[src/rtl/bor_pkg.sv]
package bor_pkg;
   typedef enum logic [1:0] {
      ST_NORMAL = 2'd0,
      ST_HALT   = 2'd1,
      ST_RECOV  = 2'd2
   } bor_state_t;

   localparam logic [2:0] LEC_BIT0 = 3'b101;
endpackage

[src/rtl/bor_run_det.sv]
module bor_run_det #(
   parameter int RUN_LEN = 11,
   parameter bit RECESSIVE_LVL = 1'b1
) (
   input  logic clk,
   input  logic rst_n,
   input  logic en,
   input  logic bit_stb,
   input  logic bus_bit,
   output logic run_done
);
   localparam int RUN_W = (RUN_LEN > 2) ? $clog2(RUN_LEN) : 1;
   localparam logic [RUN_W-1:0] RUN_LAST = RUN_W'(RUN_LEN - 1);

   logic is_rec;
   logic [RUN_W-1:0] run_q;

   generate
      if (RUN_LEN < 2) begin : g_bad_len
         $error("bor_run_det: RUN_LEN must be at least 2");
      end
      if (RECESSIVE_LVL) begin : g_rec_high
         assign is_rec = bus_bit;
      end else begin : g_rec_low
         assign is_rec = ~bus_bit;
      end
   endgenerate

   assign run_done = en && bit_stb && is_rec && (run_q == RUN_LAST);

   always_ff @(posedge clk or negedge rst_n) begin
      if (!rst_n) begin
         run_q <= '0;
      end else if (!en) begin
         run_q <= '0;
      end else if (bit_stb) begin
         if (!is_rec || run_done) begin
            run_q <= '0;
         end else begin
            run_q <= run_q + 1'b1;
         end
      end
   end
endmodule

[src/rtl/bor_seq_cnt.sv]
module bor_seq_cnt #(
   parameter int RUN_COUNT = 129,
   parameter int SEQ_W = 8
) (
   input  logic             clk,
   input  logic             rst_n,
   input  logic             clr,
   input  logic             inc,
   output logic [SEQ_W-1:0] cnt,
   output logic             last
);
   localparam logic [SEQ_W-1:0] CNT_LAST = SEQ_W'(RUN_COUNT - 1);

   generate
      if (RUN_COUNT < 1) begin : g_bad_count
         $error("bor_seq_cnt: RUN_COUNT must be at least 1");
      end
      if ((1 << SEQ_W) <= RUN_COUNT) begin : g_bad_width
         $error("bor_seq_cnt: SEQ_W too narrow for RUN_COUNT");
      end
   endgenerate

   logic [SEQ_W-1:0] cnt_q;

   assign last = inc && (cnt_q == CNT_LAST);
   assign cnt  = cnt_q;

   always_ff @(posedge clk or negedge rst_n) begin
      if (!rst_n) begin
         cnt_q <= '0;
      end else if (clr || last) begin
         cnt_q <= '0;
      end else if (inc) begin
         cnt_q <= cnt_q + 1'b1;
      end
   end
endmodule

[src/rtl/bor_ctrl.sv]
module bor_ctrl
   import bor_pkg::*;
(
   input  logic clk,
   input  logic rst_n,
   input  logic busoff_enter,
   input  logic init_wr,
   input  logic init_wdata,
   input  logic seq_last,
   output logic init_o,
   output logic recovering
);
   bor_state_t state_q;
   logic       init_q;

   always_ff @(posedge clk or negedge rst_n) begin
      if (!rst_n) begin
         state_q <= ST_NORMAL;
         init_q  <= 1'b0;
      end else if (busoff_enter) begin
         state_q <= ST_HALT;
         init_q  <= 1'b1;
      end else begin
         unique case (state_q)
            ST_NORMAL: begin
               if (init_wr) init_q <= init_wdata;
            end
            ST_HALT: begin
               if (init_wr && !init_wdata) begin
                  init_q  <= 1'b0;
                  state_q <= ST_RECOV;
               end
            end
            ST_RECOV: begin
               if (seq_last) state_q <= ST_NORMAL;
            end
            default: state_q <= ST_NORMAL;
         endcase
      end
   end

   assign init_o     = init_q;
   assign recovering = (state_q == ST_RECOV);
endmodule

[src/rtl/bor_recovery.sv]
module bor_recovery
   import bor_pkg::*;
#(
   parameter int RUN_LEN = 11,
   parameter int RUN_COUNT = 129,
   parameter bit RECESSIVE_LVL = 1'b1,
   parameter int SEQ_W = $clog2(RUN_COUNT + 1)
) (
   input  logic             clk,
   input  logic             rst_n,
   input  logic             bit_stb,
   input  logic             bus_bit,
   input  logic             busoff_enter,
   input  logic             init_wr,
   input  logic             init_wdata,
   output logic             init_o,
   output logic             lec_wr_stb,
   output logic [2:0]       lec_wr_code,
   output logic [SEQ_W-1:0] rec_seq_cnt,
   output logic             err_cnt_clr
);
   logic recovering;
   logic run_done;
   logic seq_last;
   logic inc;

   bor_ctrl u_ctrl (
      .clk         (clk),
      .rst_n       (rst_n),
      .busoff_enter(busoff_enter),
      .init_wr     (init_wr),
      .init_wdata  (init_wdata),
      .seq_last    (seq_last),
      .init_o      (init_o),
      .recovering  (recovering)
   );

   bor_run_det #(
      .RUN_LEN      (RUN_LEN),
      .RECESSIVE_LVL(RECESSIVE_LVL)
   ) u_run (
      .clk     (clk),
      .rst_n   (rst_n),
      .en      (recovering && !busoff_enter),
      .bit_stb (bit_stb),
      .bus_bit (bus_bit),
      .run_done(run_done)
   );

   assign inc = run_done;

   bor_seq_cnt #(
      .RUN_COUNT(RUN_COUNT),
      .SEQ_W    (SEQ_W)
   ) u_seq (
      .clk  (clk),
      .rst_n(rst_n),
      .clr  (busoff_enter),
      .inc  (inc),
      .cnt  (rec_seq_cnt),
      .last (seq_last)
   );

   always_ff @(posedge clk or negedge rst_n) begin
      if (!rst_n) begin
         lec_wr_stb  <= 1'b0;
         lec_wr_code <= 3'b000;
         err_cnt_clr <= 1'b0;
      end else begin
         lec_wr_stb  <= inc;
         lec_wr_code <= inc ? LEC_BIT0 : 3'b000;
         err_cnt_clr <= seq_last;
      end
   end
endmodule

[config.mk]
export PLATFORM = sky130hd
export DESIGN_NAME = bor_recovery
export DESIGN_NICKNAME = d
export VERILOG_FILES = /design/src/rtl/bor_pkg.sv /design/src/rtl/bor_run_det.sv /design/src/rtl/bor_seq_cnt.sv /design/src/rtl/bor_ctrl.sv /design/src/rtl/bor_recovery.sv
export SDC_FILE = /design/constraint.sdc
export NUM_CORES = 1
export LEC_CHECK = 0
export BUFFER_PORTS_ARGS = -buffer_cell sky130_fd_sc_hd__buf_2
export CAP_MARGIN = 20
export CORE_AREA = 2 2 51 53
export DETAILED_ROUTE_END_ITERATION = 6
export DIE_AREA = 0 0 53 55
export PLACE_DENSITY = 0.59
export SLEW_MARGIN = 20
export SYNTH_ARGS = -nofsm -noshare
export SYNTH_HDL_FRONTEND = slang
export SYNTH_HIERARCHICAL = 1
export SYNTH_SLANG_ARGS = --single-unit
[constraint.sdc]
create_clock -name clk -period 2.4 [get_ports clk]
set_clock_uncertainty 0.2 [all_clocks]
set_input_delay 0 -clock clk [delete_from_list [all_inputs] [get_ports clk]]
set_output_delay 0 -clock clk [all_outputs]
set_load 0.03 [all_outputs]
After elaboration in Yosys (flattened, before gate mapping)
Cells that the tools add are included.
{"block": "op_classes", "n_addsub": 2, "multipliers": 0, "div": 0, "order_cmp": 0, "eq_ne": 9, "shifts": 0, "muxes": 14, "bitwise": 0, "reduce_logical": 16}
{"cell": "2-to-1 mux 8 bit", "n": 2}
{"cell": "2-to-1 mux 4 bit", "n": 3}
{"cell": "adder 8 x 1 -> 8 bit (second input constant)", "n": 1}
{"cell": "== test 8 bit (second input constant)", "n": 1}
{"cell": "logical AND 1 bit", "n": 6}
{"cell": "2-to-1 mux 2 bit", "n": 3}
{"cell": "inequality test 3 x 2 -> 1 bit (second input constant)", "n": 2}
{"cell": "case mux 2 bit (3 select lines)", "n": 1}
{"cell": "AND reduction 3 bit", "n": 2}
{"cell": "adder 4 x 1 -> 4 bit (second input constant)", "n": 1}
{"cell": "== test 4 bit (second input constant)", "n": 1}
{"cell": "inequality test 2 bit (second input constant)", "n": 2}
{"cell": "zero test 1 bit", "n": 3}
{"cell": "2-to-1 mux 1 bit", "n": 3}
{"cell": "2-to-1 mux 3 bit", "n": 1}
{"cell": "inequality test 3 bit (second input constant)", "n": 1}
{"cell": "nonzero test 3 bit", "n": 1}
{"cell": "== test 2 x 1 -> 1 bit (second input constant)", "n": 1}
{"cell": "== test 2 bit (second input constant)", "n": 1}
{"cell": "zero test 2 bit", "n": 1}
{"cell": "logical OR 1 bit", "n": 2}
{"cell": "case mux 1 bit (2 select lines)", "n": 1}
{"cell": "nonzero test 2 bit", "n": 1}
{"block": "totals", "register_bits": 20, "latchBits": 0, "mem_bits_rw": 0, "mem_bits_ro": 0, "in_bits": 7, "output_inout_bits": 14, "elab_cells": 48, "mem_count": 0}

Longest topological paths before layout
Gate-level depths: netlist (run 1).
{"block": "logic_depth", "depth_word": 9, "depth_mapped": 10, "mapped_depth_nobuf": 9}

Hierarchy
The synthesis (run 1) kept the hierarchy.
{"module": "bor_seq_cnt", "n_inst": 1, "cells_each": 44, "area_each_um2": 444.2, "seq_area_each_um2": 200.2}
{"module": "bor_run_det", "n_inst": 1, "cells_each": 26, "area_each_um2": 245.2, "seq_area_each_um2": 100.1}
{"module": "bor_ctrl", "n_inst": 1, "cells_each": 14, "area_each_um2": 148.9, "seq_area_each_um2": 75.1}
{"module": "bor_recovery", "n_inst": 1, "cells_each": 7, "area_each_um2": 90.1, "seq_area_each_um2": 50.0}

Worst setup path after synthesis (run 1)
OpenSTA, ideal clock, no wires.
{"block": "synth_timing", "path_type": "flip-flop to flip-flop", "start": "register u_ctrl.state_q[0]", "end": "register u_seq.cnt_q[5], in the netlist u_seq/cnt[5]", "setup_time_ns": 0.078, "arrival_ns": 1.782, "required_time_ns": 2.122, "slack_ns": 0.340, "stages_incl_launch_ff": 9, "path_buffers": 1, "period_less_slack_ns": 2.060, "cell_sequence": "dfrtp_1 > nor2_1 > nor2b_4 > nand3_1 > nor3_1 > buf_4 > nand4_1 > or3_1 > a21oi_1"}
{"block": "synth_via", "elab_chain_len": 8, "elab_cells_between_ends": 9, "cone_classes": "eq/ne (1); mux (1); reduce/logical (7)"}
{"element": "start, declared", "line": "bor_ctrl.sv:13", "source": "bor_state_t state_q;"}
{"element": "start signal, assigned", "line": "bor_ctrl.sv:18", "source": "state_q <= ST_NORMAL;"}
{"element": "start signal, assigned", "line": "bor_ctrl.sv:21", "source": "state_q <= ST_HALT;"}
{"element": "start signal, assigned", "line": "bor_ctrl.sv:31", "source": "state_q <= ST_RECOV;"}
{"element": "== test 2 bit (*)", "line": "bor_ctrl.sv:43", "source": "assign recovering = (state_q == ST_RECOV);"}
{"element": "via recovering", "line": "bor_recovery.sv:22", "source": "logic recovering;"}
{"element": "logical AND 1 bit (*)", "line": "bor_recovery.sv:44", "source": ".en (recovering && !busoff_enter),"}
{"element": "logical AND 1 bit (*) (3 in series)", "line": "bor_run_det.sv:29", "source": "assign run_done = en && bit_stb && is_rec && (run_q == RUN_LAST);"}
{"element": "via inc", "line": "bor_recovery.sv:25", "source": "logic inc;"}
{"element": "logical AND 1 bit", "line": "bor_seq_cnt.sv:25", "source": "assign last = inc && (cnt_q == CNT_LAST);"}
{"element": "logical OR 1 bit", "line": "bor_seq_cnt.sv:31", "source": "end else if (clr || last) begin"}
{"element": "2-to-1 mux 8 bit or nonzero test 2 bit (tied branches)"}
{"element": "end signal, assigned", "line": "bor_seq_cnt.sv:34", "source": "cnt_q <= cnt_q + 1'b1;"}
{"element": "end, declared", "line": "bor_seq_cnt.sv:23", "source": "logic [SEQ_W-1:0] cnt_q;"}
Mark *: on every way through the listed nets, which the timed path passes. The rest lies on a longest branch.
A chain may end at the register's enable or synchronous reset.

Worst setup path in the final report (run 1)
{"block": "layout_timing", "start": "register u_ctrl.state_q[1]", "end": "register u_seq.cnt_q[7], in the netlist u_seq/cnt[7]"}
Same word-level chain as after synthesis.

==> metrics.md, run 1 <==
| Metric | Value |
|---|---|
| Outcome | complete, no violations |
| First-pass GRT wire length | between 3 and 4 mm |
| Largest net degree at the start of global routing | 18 |
| Initial antenna violation count | 0 |
| Total Routed Length | approximately 1.9 mm |
| Register-to-Register Setup Slack | between 0.2 and 0.25 ns |
| Die W | 53 um |
| Max incr delay on CP | between 0.4 and 0.5 ns |
| RSZ-0062 raised after global routing | false |
| FMAX | around 460 MHz |
| Register area share after synthesis | 0.4582 |
| Cells after DPL | 137 |
| Antenna cells | 0 |
| Clock Root Buffer | clkbuf_4 |
| Starting Density | 0.3926 |
| Mapped Cells | 91 |
| Critical Path Slowest Stage Cell | or3_1 |
| # Max-Cap Violations | 0 |
| Die area | ~2900 um2 |
| Overall Global Routing Usage | 0.1546 |
| YS warnings | 6 |
| Die height | around 55 um |
| Synthesized cell area | 928.4 um2 |
| Reg2Reg Depth | 8 |
| Type of origin of the critical path | flip-flop |
| PortBufs | 19 |
| # clock sinks | 17 |
| Req. time, crit path | around 2.4 ns |
| Clk pin slew, worst setup/hold paths | about 0.1 ns |
| Routed wire length per instance | 12.70 um |
| FP Rows | 18 |
| CP Capture Type | flip-flop |
| Ports | 21 |
| Half-perimeter wire length after placement | around 1.4 mm |
| Total Neg Setup Slack | 0 ns |
| Congestion Overflow GR | 0 |
| Final ANT Viol Nets | 0 |
| # DRC | 0 |
| Fin crit share | 0.9058 |
| Vias in the first global route | about 710 |
| CP cell instances | inv_1, nor2_1, nor2b_4, nand3_1, nor3_2, nand4_1, or3_1, a21oi_1 |
| Minimum clock period | 2.174 ns |
| Library cells used by synthesis | 31 |
| Via density | around 5.2 |
| Crit path from | u_ctrl/state_q[1] |
| Core area | between 2000 and 2500 um2 |
| Clk_lat worst skew | slightly below 0.3 ns |
| Clock Path Buffers | 2 |
| Relative slew slack | 0.4684 |
| Peak fanout along the critical path | 6 |
| Initial DRC Count | 10 |
| Vias | 778 |
| Final setup violating endpoints | 0 |
| Final Wtd Congestion | slightly above 0.7 |
| Worst Tran Pin Value | approximately 0.79 ns |
| Flops & latches, synth | 17 |
| Nets | approximately 130 |
| Critical Setup Path Class | reg -> reg |
| Synthesized area per cell | 10.20 um2 |
| Peak VDD IR | roughly 0.3 mV |
| Max Slew Vio Count | 0 |
| Reg2reg start | u_ctrl/state_q[1] |
| CTS tree | done |
| Critical path destination | u_seq/cnt[7] |
| H-tree Lvls | 1 |
| Num CTS Buffers | 3 |
| Non-filler cells, final | about 150 |
| Hold Fails Final Rpt | 0 |
| Leakage | between 0.5 and 0.6 nW |
| Area grow syn2layout | 23.99% |
| Net Count, Synth | a little over 100 |
| Post-CTS setup buffer count | 0 |
| Final Core Density | 0.4868 |
| RR Endpoint | u_seq/cnt[7] |
| Layout cells sized above 1 | 0.2605 |
| Hold Path Class | in -> reg |
| TritonRoute pass-1 iters | 4 |
| Worst Path Arrival | about 2.2 ns |
| PwrDens | between 400 and 500 nW/um2 |
## worst min path at each step
stage,start,endpoint,depth (start not counted)
6_report,busoff_enter,u_ctrl/state_q[1],3
5_1_grt,busoff_enter,u_ctrl/state_q[1],3
4_1_cts,busoff_enter,u_ctrl/state_q[1],3
3_5_place_dp,rst_n,u_seq/cnt[5],1
3_3_place_gp,rst_n,u_seq/cnt[6],1
2_1_floorplan,rst_n,err_cnt_clr,0
## per-stage QoR
stage / area (um2) / power [W] / hold slack (ns) / worst slack (ns)
2_1_floorplan: 928.4 / 0.0003156 / -0.4956 / 0.3404
3_3_place_gp: 1039 / 0.0003318 / -0.2538 / 0.2545
3_5_place_dp: 1039 / 0.0003326 / -0.2552 / 0.1617
4_1_cts: 1146 / 0.0005024 / 0.2936 / 0.1261
5_1_grt: 1151 / 0.0005214 / 0.3247 / 0.01115
6_report: 1151 / 0.0004888 / 0.3043 / 0.2262
## what timing repair did
action	4_1_cts	5_1_grt
hold buffers	8	0
setup endpoints to repair	0	9
hold endpoints to repair	33	0
gates resized for setup	0	1
## power breakdown
group	internal (W)	switching [W]
combinational	0.0000208	0.0000237
sequential	0.000290	0.00000282
clock	0.0000620	0.0000896
total	0.000373	0.000116
## synth_stat cells
library cell | count | area, um2
a21oi_1 | 4 | 20.02
a31o_2 | 1 | 8.760
a32oi_1 | 1 | 8.760
buf_4 | 4 | 30.03
conb_1 | 1 | 3.750
dfrtp_1 | 17 | 425.4
ha_1 | 4 | 50.05
inv_1 | 5 | 18.77
mux2i_1 | 1 | 10.01
nand2_1 | 9 | 33.78
nand3_1 | 3 | 15.01
nand4_1 | 5 | 31.28
nand4b_1 | 2 | 17.52
nand4bb_1 | 1 | 11.26
nor2_1 | 8 | 30.03
nor2b_2 | 1 | 8.760
nor2b_4 | 1 | 13.76
nor3_1 | 1 | 5.000
nor4_1 | 1 | 6.260
o21ai_0 | 3 | 15.01
o21ai_1 | 2 | 10.01
o21ai_2 | 1 | 8.760
o21bai_1 | 1 | 7.510
o2bb2a_1 | 1 | 10.01
o41ai_4 | 1 | 27.53
or2b_1 | 1 | 7.510
or3_1 | 3 | 18.77
or3b_1 | 3 | 26.28
or4b_4 | 1 | 13.76
xnor2_1 | 1 | 8.760
xor2_1 | 3 | 26.28
## metal layers
metal,global-route usage,up-vias,share of wire
met5,0,-,0
met4,0.05128,0,0.013
met3,0.05645,4,0.047
met2,0.2708,21,0.51
met1,0.1754,378,0.43
li1,-,375,-
## sequential cells by signal, indices dropped and copies added (netlist names)
name and flops:
u_seq/cnt 8, u_run/run_q 4, u_ctrl/state_q 2, err_cnt_clr 1, lec_wr_code 1, u_ctrl/init_o 1
## cell usage in the layout (no fill, tap or decap), types with 2 or more instances in the layout
master         count
buf_2             19
dfrtp_1           17
or3b_1             3
nand2_1            9
o21ai_1            2
nand4_1            5
clkbuf_4           3
or3_1              3
dlygate4sd3_1      8
o21ai_0            3
nand3_1            3
nand4b_1           2
inv_1              5
xor2_1             3
ha_1               4
nor2_1             8
a21oi_1            4
## cell type report
type | instances | area, um2
multi-input cells | 65 | 459.2
repair buffers | 28 | 182.7
clock inverters | 1 | 5.005
clock buffers | 3 | 22.52
flip-flops and latches | 17 | 425.4
fillers | 242 | 1214
well taps | 30 | 37.54
inverters | 5 | 18.77
## critical path: cells and delay by family, from the launching register on
kind	cells	cell delay (ns)
AO/OA/AOI/OAI	1	0.18
AND/OR/NAND/NOR	6	1.24
flip-flops	1	0.39
buffers and inverters	1	0.08
## cell families (layout without fill, tap and decap cells)
logic type | after synthesis | after routing | synth area share
xor+xnor | 4 | 4 | 0.03774
fa+ha+maj | 4 | 4 | 0.05391
compound gates | 15 | 15 | 0.1253
simple gates | 40 | 40 | 0.2574
other cells | 1 | 1 | 0.004039
mux | 1 | 1 | 0.01078
flops | 17 | 17 | 0.4582
buf+inv | 9 | 37 | 0.05256
Note: power is estimated with default switching activity, not from simulation.
==> inputs of run 2 (changes only) <==
Settings changed: MAX_ROUTING_LAYER from default to met4.
==> run 2 against run 1 <==
First-iteration DRC count unchanged. Critical path depth unchanged. Non-clock buffer count did not move. Global-route usage up 0.44 points. Combinational power hardly changed. Die area stayed put. Count of clock-buffer cells in the layout unchanged. Maximum frequency shrank 0.20%. Power is 0.24% higher. Worst hold slack worse by 0.0027 ns. Via count is 0.13% lower. Sequential share of layout area did not move. Critical endpoint unchanged. Highest routed layer unchanged.
==> metrics.md, run 2 (synthesized netlist as in run 1, its figures left out) <==
| Metric | Value |
|---|---|
| Outcome | complete, no violations |
| Switching share of power | 0.2392 (+0.001654) |
| Layout cells sized above 1 | 0.2605 (unchanged) |
| Initial antenna violation count | 0 (unchanged) |
| Final Wtd Congestion | 0.7306 (+1.2%) |
| Worst Path Arrival | 2.20 ns (about the same) |
| Clk_lat worst skew | 0.29 ns (about the same) |
| Peak VDD IR | 0.3019 mV (+0.82%) |
| Overall Global Routing Usage | 0.1590 (+0.004420) |
| Req. time, crit path | 2.42 ns (about the same) |
| Hold Path Class | in -> reg |
| Clk pin slew, worst setup/hold paths | 0.10 ns (about the same) |
| Vias | 777 (-0.13%) |
| Hold Fails Final Rpt | 0 (unchanged) |
| Cells after DPL | 137 (unchanged) |
| RSZ-0062 raised after global routing | false |
| TritonRoute pass-1 iters | 4 (unchanged) |
| Half-perimeter wire length after placement | 1.386 mm (unchanged) |
| Worst Tran Pin Value | 0.7985 ns (+0.003777 ns) |
| Max reg flops | 8 (unchanged) |
| Routed wire length per instance | 12.70 um (unchanged) |
| Largest net degree at the start of global routing | 18 (unchanged) |
| Non-filler cells, final | 149 (unchanged) |
| Initial DRC Count | 10 (unchanged) |
| Die area | 2915 um2 (unchanged) |
| Via density | 5.215 (-0.13%) |
| Fillers | 242 (unchanged) |
| First-pass GRT wire length | 3.132 mm (+0.22%) |
| Starting Density | 0.3926 (unchanged) |
| # Max-Cap Violations | 0 (unchanged) |
| Vias in the first global route | 708 (unchanged) |
| PortBufs | 19 (unchanged) |
| Routed length on met1 | 817 um (-0.12%) |
| Core area | 2365 um2 (unchanged) |
| Total Routed Length | 1.893 mm (unchanged) |
| Met2 WL | 961 um (-0.10%) |
| Commonest non-fill, non-tap cell in the layout | buf_2 |
| Minimum clock period | 2.178 ns (+0.004366 ns) |
| Area grow syn2layout | 23.99% (unchanged) |
| Congestion Overflow GR | 0 (unchanged) |
| Max Slew Vio Count | 0 (unchanged) |
| FMAX | 459.1 MHz (-0.20%) |
| CP Capture Type | flip-flop |
| Critical Setup Path Class | reg -> reg |
| FP Rows | 18 (unchanged) |
| Die height | 55 um (unchanged) |
| Type of origin of the critical path | flip-flop |
| DP Worst Slack | 0.1617 ns (unchanged) |
| Antenna cells | 0 (unchanged) |
| # DRC | 0 (unchanged) |
| Met3 wire length | 89 um (unchanged) |
| Commonest non-fill, non-tap cells in the layout | buf_2, dfrtp_1, nand2_1, dlygate4sd3_1, nor2_1 |
| Peak fanout along the critical path | 6 (unchanged) |
| H-tree Lvls | 1 (unchanged) |
| Post-CTS setup buffer count | 0 (unchanged) |
| Relative slew slack | 0.4659 (-0.002527) |
| # clock sinks | 17 (unchanged) |
| Final ANT Viol Nets | 0 (unchanged) |
| PwrDens | 425.6 nW/um2 (+0.24%) |
| Clock Power Share | 0.312 (+0.002) |
| Internal Pwr Total | 0.0003727 W (about the same) |
| Reg power frac | 0.597 (-0.002) |
| Max layer used | met4 |
| Fin crit share | 0.9076 (+0.001819) |
| Worst setup margin | 0.2218 ns (-0.004366 ns) |
| Clock Path Buffers | 2 (unchanged) |
| Num CTS Buffers | 3 (unchanged) |
| Ports | 21 (unchanged) |
| Combinational Power Share | 0.091 (about the same) |
| Nets | 131 (unchanged) |
| Final setup violating endpoints | 0 (unchanged) |
| Die W | 53 um (unchanged) |
| Total Neg Setup Slack | 0 ns (unchanged) |
| Leakage | 0.5144 nW (unchanged) |
| Psw | 0.0001172 W (+0.93%) |
| CTS tree | done |
| Clock Root Buffer | clkbuf_4 |
-- run 2: cell counts in the layout (fill, tap and decap cells not counted) --
Identical to the previous run, type by type.
-- run 2: routing by layer --
layer  vias to the layer above  GRT usage
met3                         4    0.05645
met2                        21     0.2708
met5                         -          -
li1                        375          -
met1                       377     0.1754
met4                         0    0.05128
-- run 2: what timing repair did --
| action | CTS | global route |
|---|---|---|
| gates resized for setup | 0 | 1 |
| hold endpoints to repair | 33 | 0 |
| endpoints found under the setup margin | 0 | 9 |
| hold buffers | 8 | 0 |
-- run 2: path summary, 6_finish.rpt --
check | start | endpoint | slack, ns | cells after the start
setup reg to reg | u_ctrl/state_q[1] | u_seq/cnt[7] | 0.22 | 8
hold / removal | busoff_enter | u_ctrl/state_q[1] | 0.30 | 3
hold reg to reg | u_run/run_q[0] | u_run/run_q[0] | 0.35 | 1
min in group asynchronous | rst_n | u_seq/cnt[7] | 0.64 | 3
setup / recovery | u_ctrl/state_q[1] | u_seq/cnt[7] | 0.22 | 8
max in group asynchronous | rst_n | u_run/run_q[0] | 0.86 | 3
-- run 2: through the flow --
step	util	hold slack, ns	power, W	instance area, um2
floorplan	-	-0.4956	0.0003156	928.4
global placement	0.4392	-0.2538	0.0003318	1039
detailed placement	0.4392	-0.2552	0.0003326	1039
CTS	0.4847	0.2936	0.0005024	1146
global route	0.4868	0.3247	0.0005214	1151
finish	0.4868	0.3016	0.0004899	1151
-- run 2: cell type report --
type | instances | area (um2) | share of cell area
Clock inverter | 1 | 5.005 | 0.004348
Timing Repair Buffer | 28 | 182.7 | 0.1587
Multi-Input combinational cell | 65 | 459.2 | 0.3989
Tap cell | 30 | 37.54 | 0.03261
Clock buffer | 3 | 22.52 | 0.01957
Inverter | 5 | 18.77 | 0.01630
Sequential cell | 17 | 425.4 | 0.3696
-- run 2: power by group through the flow --
stage | Combinational [W] | Clock (W) | Sequential, W
after floorplan | 0.0000148 | 0 | 0.000301
after global placement | 0.0000337 | 0 | 0.000298
after detailed placement | 0.0000342 | 0 | 0.000298
after CTS | 0.0000448 | 0.000165 | 0.000293
after global routing | 0.0000501 | 0.000178 | 0.000293
final | 0.0000446 | 0.000153 | 0.000293
-- run 2: worst max-delay path: stages (launching register included) --
cell and delay, ns:
dfrtp_1 0.39, inv_1 0.08, nor2_1 0.09, nor2b_4 0.18, nand3_1 0.12, nor3_2 0.23, nand4_1 0.23, or3_1 0.41
a21oi_1 0.18
==> inputs of run 3 (changes only) <==
Settings changed: RECOVER_POWER from default to 100.
==> run 3 against run 2 <==
Power is 0.37% lower. Clock power about the same. Count of clock-buffer cells in the layout unchanged. Global-route usage unchanged. Design area down 1.7%. Via count decreased by 0.90%. Critical path depth is the same. Critical path type unchanged. Largest cell class unchanged. Highest routed layer unchanged.
==> metrics.md, run 3 (synthesized netlist as in run 1, its figures left out) <==
| Metric | Value |
|---|---|
| Outcome | complete, no violations |
| Die area | 2915 um2 (unchanged) |
| Nets | 131 (unchanged) |
| Post-CTS setup buffer count | 0 (unchanged) |
| Clk pin slew, worst setup/hold paths | 0.10 ns (about the same) |
| Register-to-Register Setup Slack | 0.22 ns (about the same) |
| Peak fanout along the critical path | 6 (unchanged) |
| # clock sinks | 17 (unchanged) |
| Layout cells sized above 1 | 0.1345 (-0.1261) |
| Initial antenna violation count | 0 (unchanged) |
| Req. time, crit path | 2.42 ns (about the same) |
| Die W | 53 um (unchanged) |
| Core area | 2365 um2 (unchanged) |
| Fin crit share | 0.9074 (about the same) |
| CP Capture Type | flip-flop |
| PortBufs | 19 (unchanged) |
| First-pass GRT wire length | 3.132 mm (unchanged) |
| Routed wire length per instance | 12.77 um (+0.48%) |
| Worst Tran Pin Value | 0.7856 ns (-0.01290 ns) |
| Commonest non-fill, non-tap cells in the layout | dfrtp_1, clkbuf_1, nand2_1, dlygate4sd3_1, nor2_1 |
| Finished Cell Area | 1131 um2 (-1.7%) |
| # Max-Cap Violations | 0 (unchanged) |
| Leakage | 0.4570 nW (-11%) |
| Vias in the first global route | 708 (unchanged) |
| Final setup violating endpoints | 0 (unchanged) |
| CTS tree | done |
| Largest net degree at the start of global routing | 18 (unchanged) |
| Reg2reg start | u_ctrl/state_q[1] |
| Fillers | 245 (+1.2%) |
| Critical Setup Path Class | reg -> reg |
| Worst hold slack | 0.3005 ns (-0.001081 ns) |
| Antenna cells | 0 (unchanged) |
| RSZ-0062 raised after global routing | false |
| Worst Path Arrival | 2.19 ns (about the same) |
| Final Core Density | 0.4783 (-0.008465) |
| Via density | 5.168 (-0.90%) |
| Overall Global Routing Usage | 0.1590 (unchanged) |
| Final Wtd Congestion | 0.7306 (unchanged) |
| Initial DRC Count | 9 (-1) |
| Relative slew slack | 0.4745 (+0.008626) |
| Hold Startpoint | busoff_enter |
| Congestion Overflow GR | 0 (unchanged) |
| Pwr Total | 0.0004881 W (-0.37%) |
| Half-perimeter wire length after placement | 1.386 mm (unchanged) |
| Starting Density | 0.3926 (unchanged) |
| H-tree Lvls | 1 (unchanged) |
| Clock Path Buffers | 2 (unchanged) |
| Peak VDD IR | 0.2983 mV (-1.2%) |
| Hold Path Class | in -> reg |
| RR Endpoint | u_seq/cnt[7] |
| Type of origin of the critical path | flip-flop |
| Worst hold endpoint | u_ctrl/state_q[1] |
| FMAX | 459.2 MHz (about the same) |
| Reg2Reg Depth | 8 (unchanged) |
| Total Neg Setup Slack | 0 ns (unchanged) |
| Minimum clock period | 2.178 ns (-0.0004930 ns) |
| TritonRoute pass-1 iters | 4 (unchanged) |
| Max incr delay on CP | 0.41 ns (about the same) |
| Hold Path Depth | 3 (unchanged) |
| Critical Path Slowest Stage Cell | or3_1 |
| Final ANT Viol Nets | 0 (unchanged) |
| Area after DPL | 1039 um2 (unchanged) |
| Die height | 55 um (unchanged) |
| PwrDens | 431.6 nW/um2 (+1.4%) |
| Max Slew Vio Count | 0 (unchanged) |
| Area grow syn2layout | 21.83% |
| CP cell instances | inv_1, nor2_1, nor2b_4, nand3_1, nor3_2, nand4_1, or3_1, a21oi_1 |
| Num CTS Buffers | 3 (unchanged) |
| Hold Fails Final Rpt | 0 (unchanged) |
| Vias | 770 (-0.90%) |
| Clk_lat worst skew | 0.29 ns (about the same) |
| Clock Root Buffer | clkbuf_4 |
| Commonest non-fill, non-tap cell in the layout | dfrtp_1 |
| # DRC | 0 (unchanged) |
| Max reg flops | 8 (unchanged) |
| Total Routed Length | 1.902 mm (+0.48%) |
| Ports | 21 (unchanged) |
| FP Rows | 18 (unchanged) |
-- run 3: cell types whose count changed in the layout (fill, tap and decap cells not counted), sizes merged --
cell / before / now
clkbuf: 3 / 17
buf: 20 / 6
-- run 3: layout make-up --
class / count / area, um2 / share of cell area
timing repair buffer: 28 / 165.2 / 0.1460
tap: 30 / 37.54 / 0.03319
clock buffer: 3 / 22.52 / 0.01991
clock inverter: 1 / 5.005 / 0.004425
inverter: 5 / 18.77 / 0.01659
multi-input combinational: 65 / 456.7 / 0.4038
sequential: 17 / 425.4 / 0.3761
-- run 3: worst max-delay path, delay by kind of cell (launching register included) --
family | cells | cell delay, ns
AND/OR/NAND/NOR | 6 | 1.26
AO/OA/AOI/OAI | 1 | 0.18
buffers and inverters | 1 | 0.08
flip-flops | 1 | 0.39
-- run 3: power by group --
part	internal, W	switching (W)
combinational	0.0000201	0.0000235
clock	0.0000620	0.0000897
sequential	0.000290	0.00000291
-- run 3: how the worst max path moves through the flow --
stage / to / slack, ns / depth (start not counted) / start
floorplan: u_seq/cnt[5] / 0.34 / 8 / u_ctrl/state_q[0]
global placement: u_seq/cnt[4] / 0.25 / 8 / u_ctrl/state_q[1]
detailed placement: u_seq/cnt[7] / 0.16 / 8 / u_ctrl/state_q[1]
CTS: u_seq/cnt[7] / 0.13 / 8 / u_ctrl/state_q[1]
global route: u_seq/cnt[7] / 0.01 / 8 / u_ctrl/state_q[1]
finish: u_seq/cnt[7] / 0.22 / 8 / u_ctrl/state_q[1]
-- run 3: through the flow --
step | setup slack, ns | cells
after CTS | 0.1261 | 149
final | 0.2223 | 149
after global routing | 0.01120 | 149
after floorplan | 0.3404 | 91
after global placement | 0.2545 | 137
after detailed placement | 0.1617 | 137
-- run 3: what timing repair did --
item,CTS,global route
resized for setup,0,1
hold buffers,8,0
endpoints found under the hold margin,33,0
setup endpoints to repair,0,9
-- run 3: routing by layer --
| layer | up-vias | wire [um] | global-route usage |
|---|---|---|---|
| li1 | 375 | - | - |
| met1 | 376 | 836 | 0.1754 |
| met2 | 15 | 959 | 0.2708 |
| met3 | 4 | 82 | 0.05645 |
| met4 | 0 | 24 | 0.05128 |
| met5 | - | 0 | - |
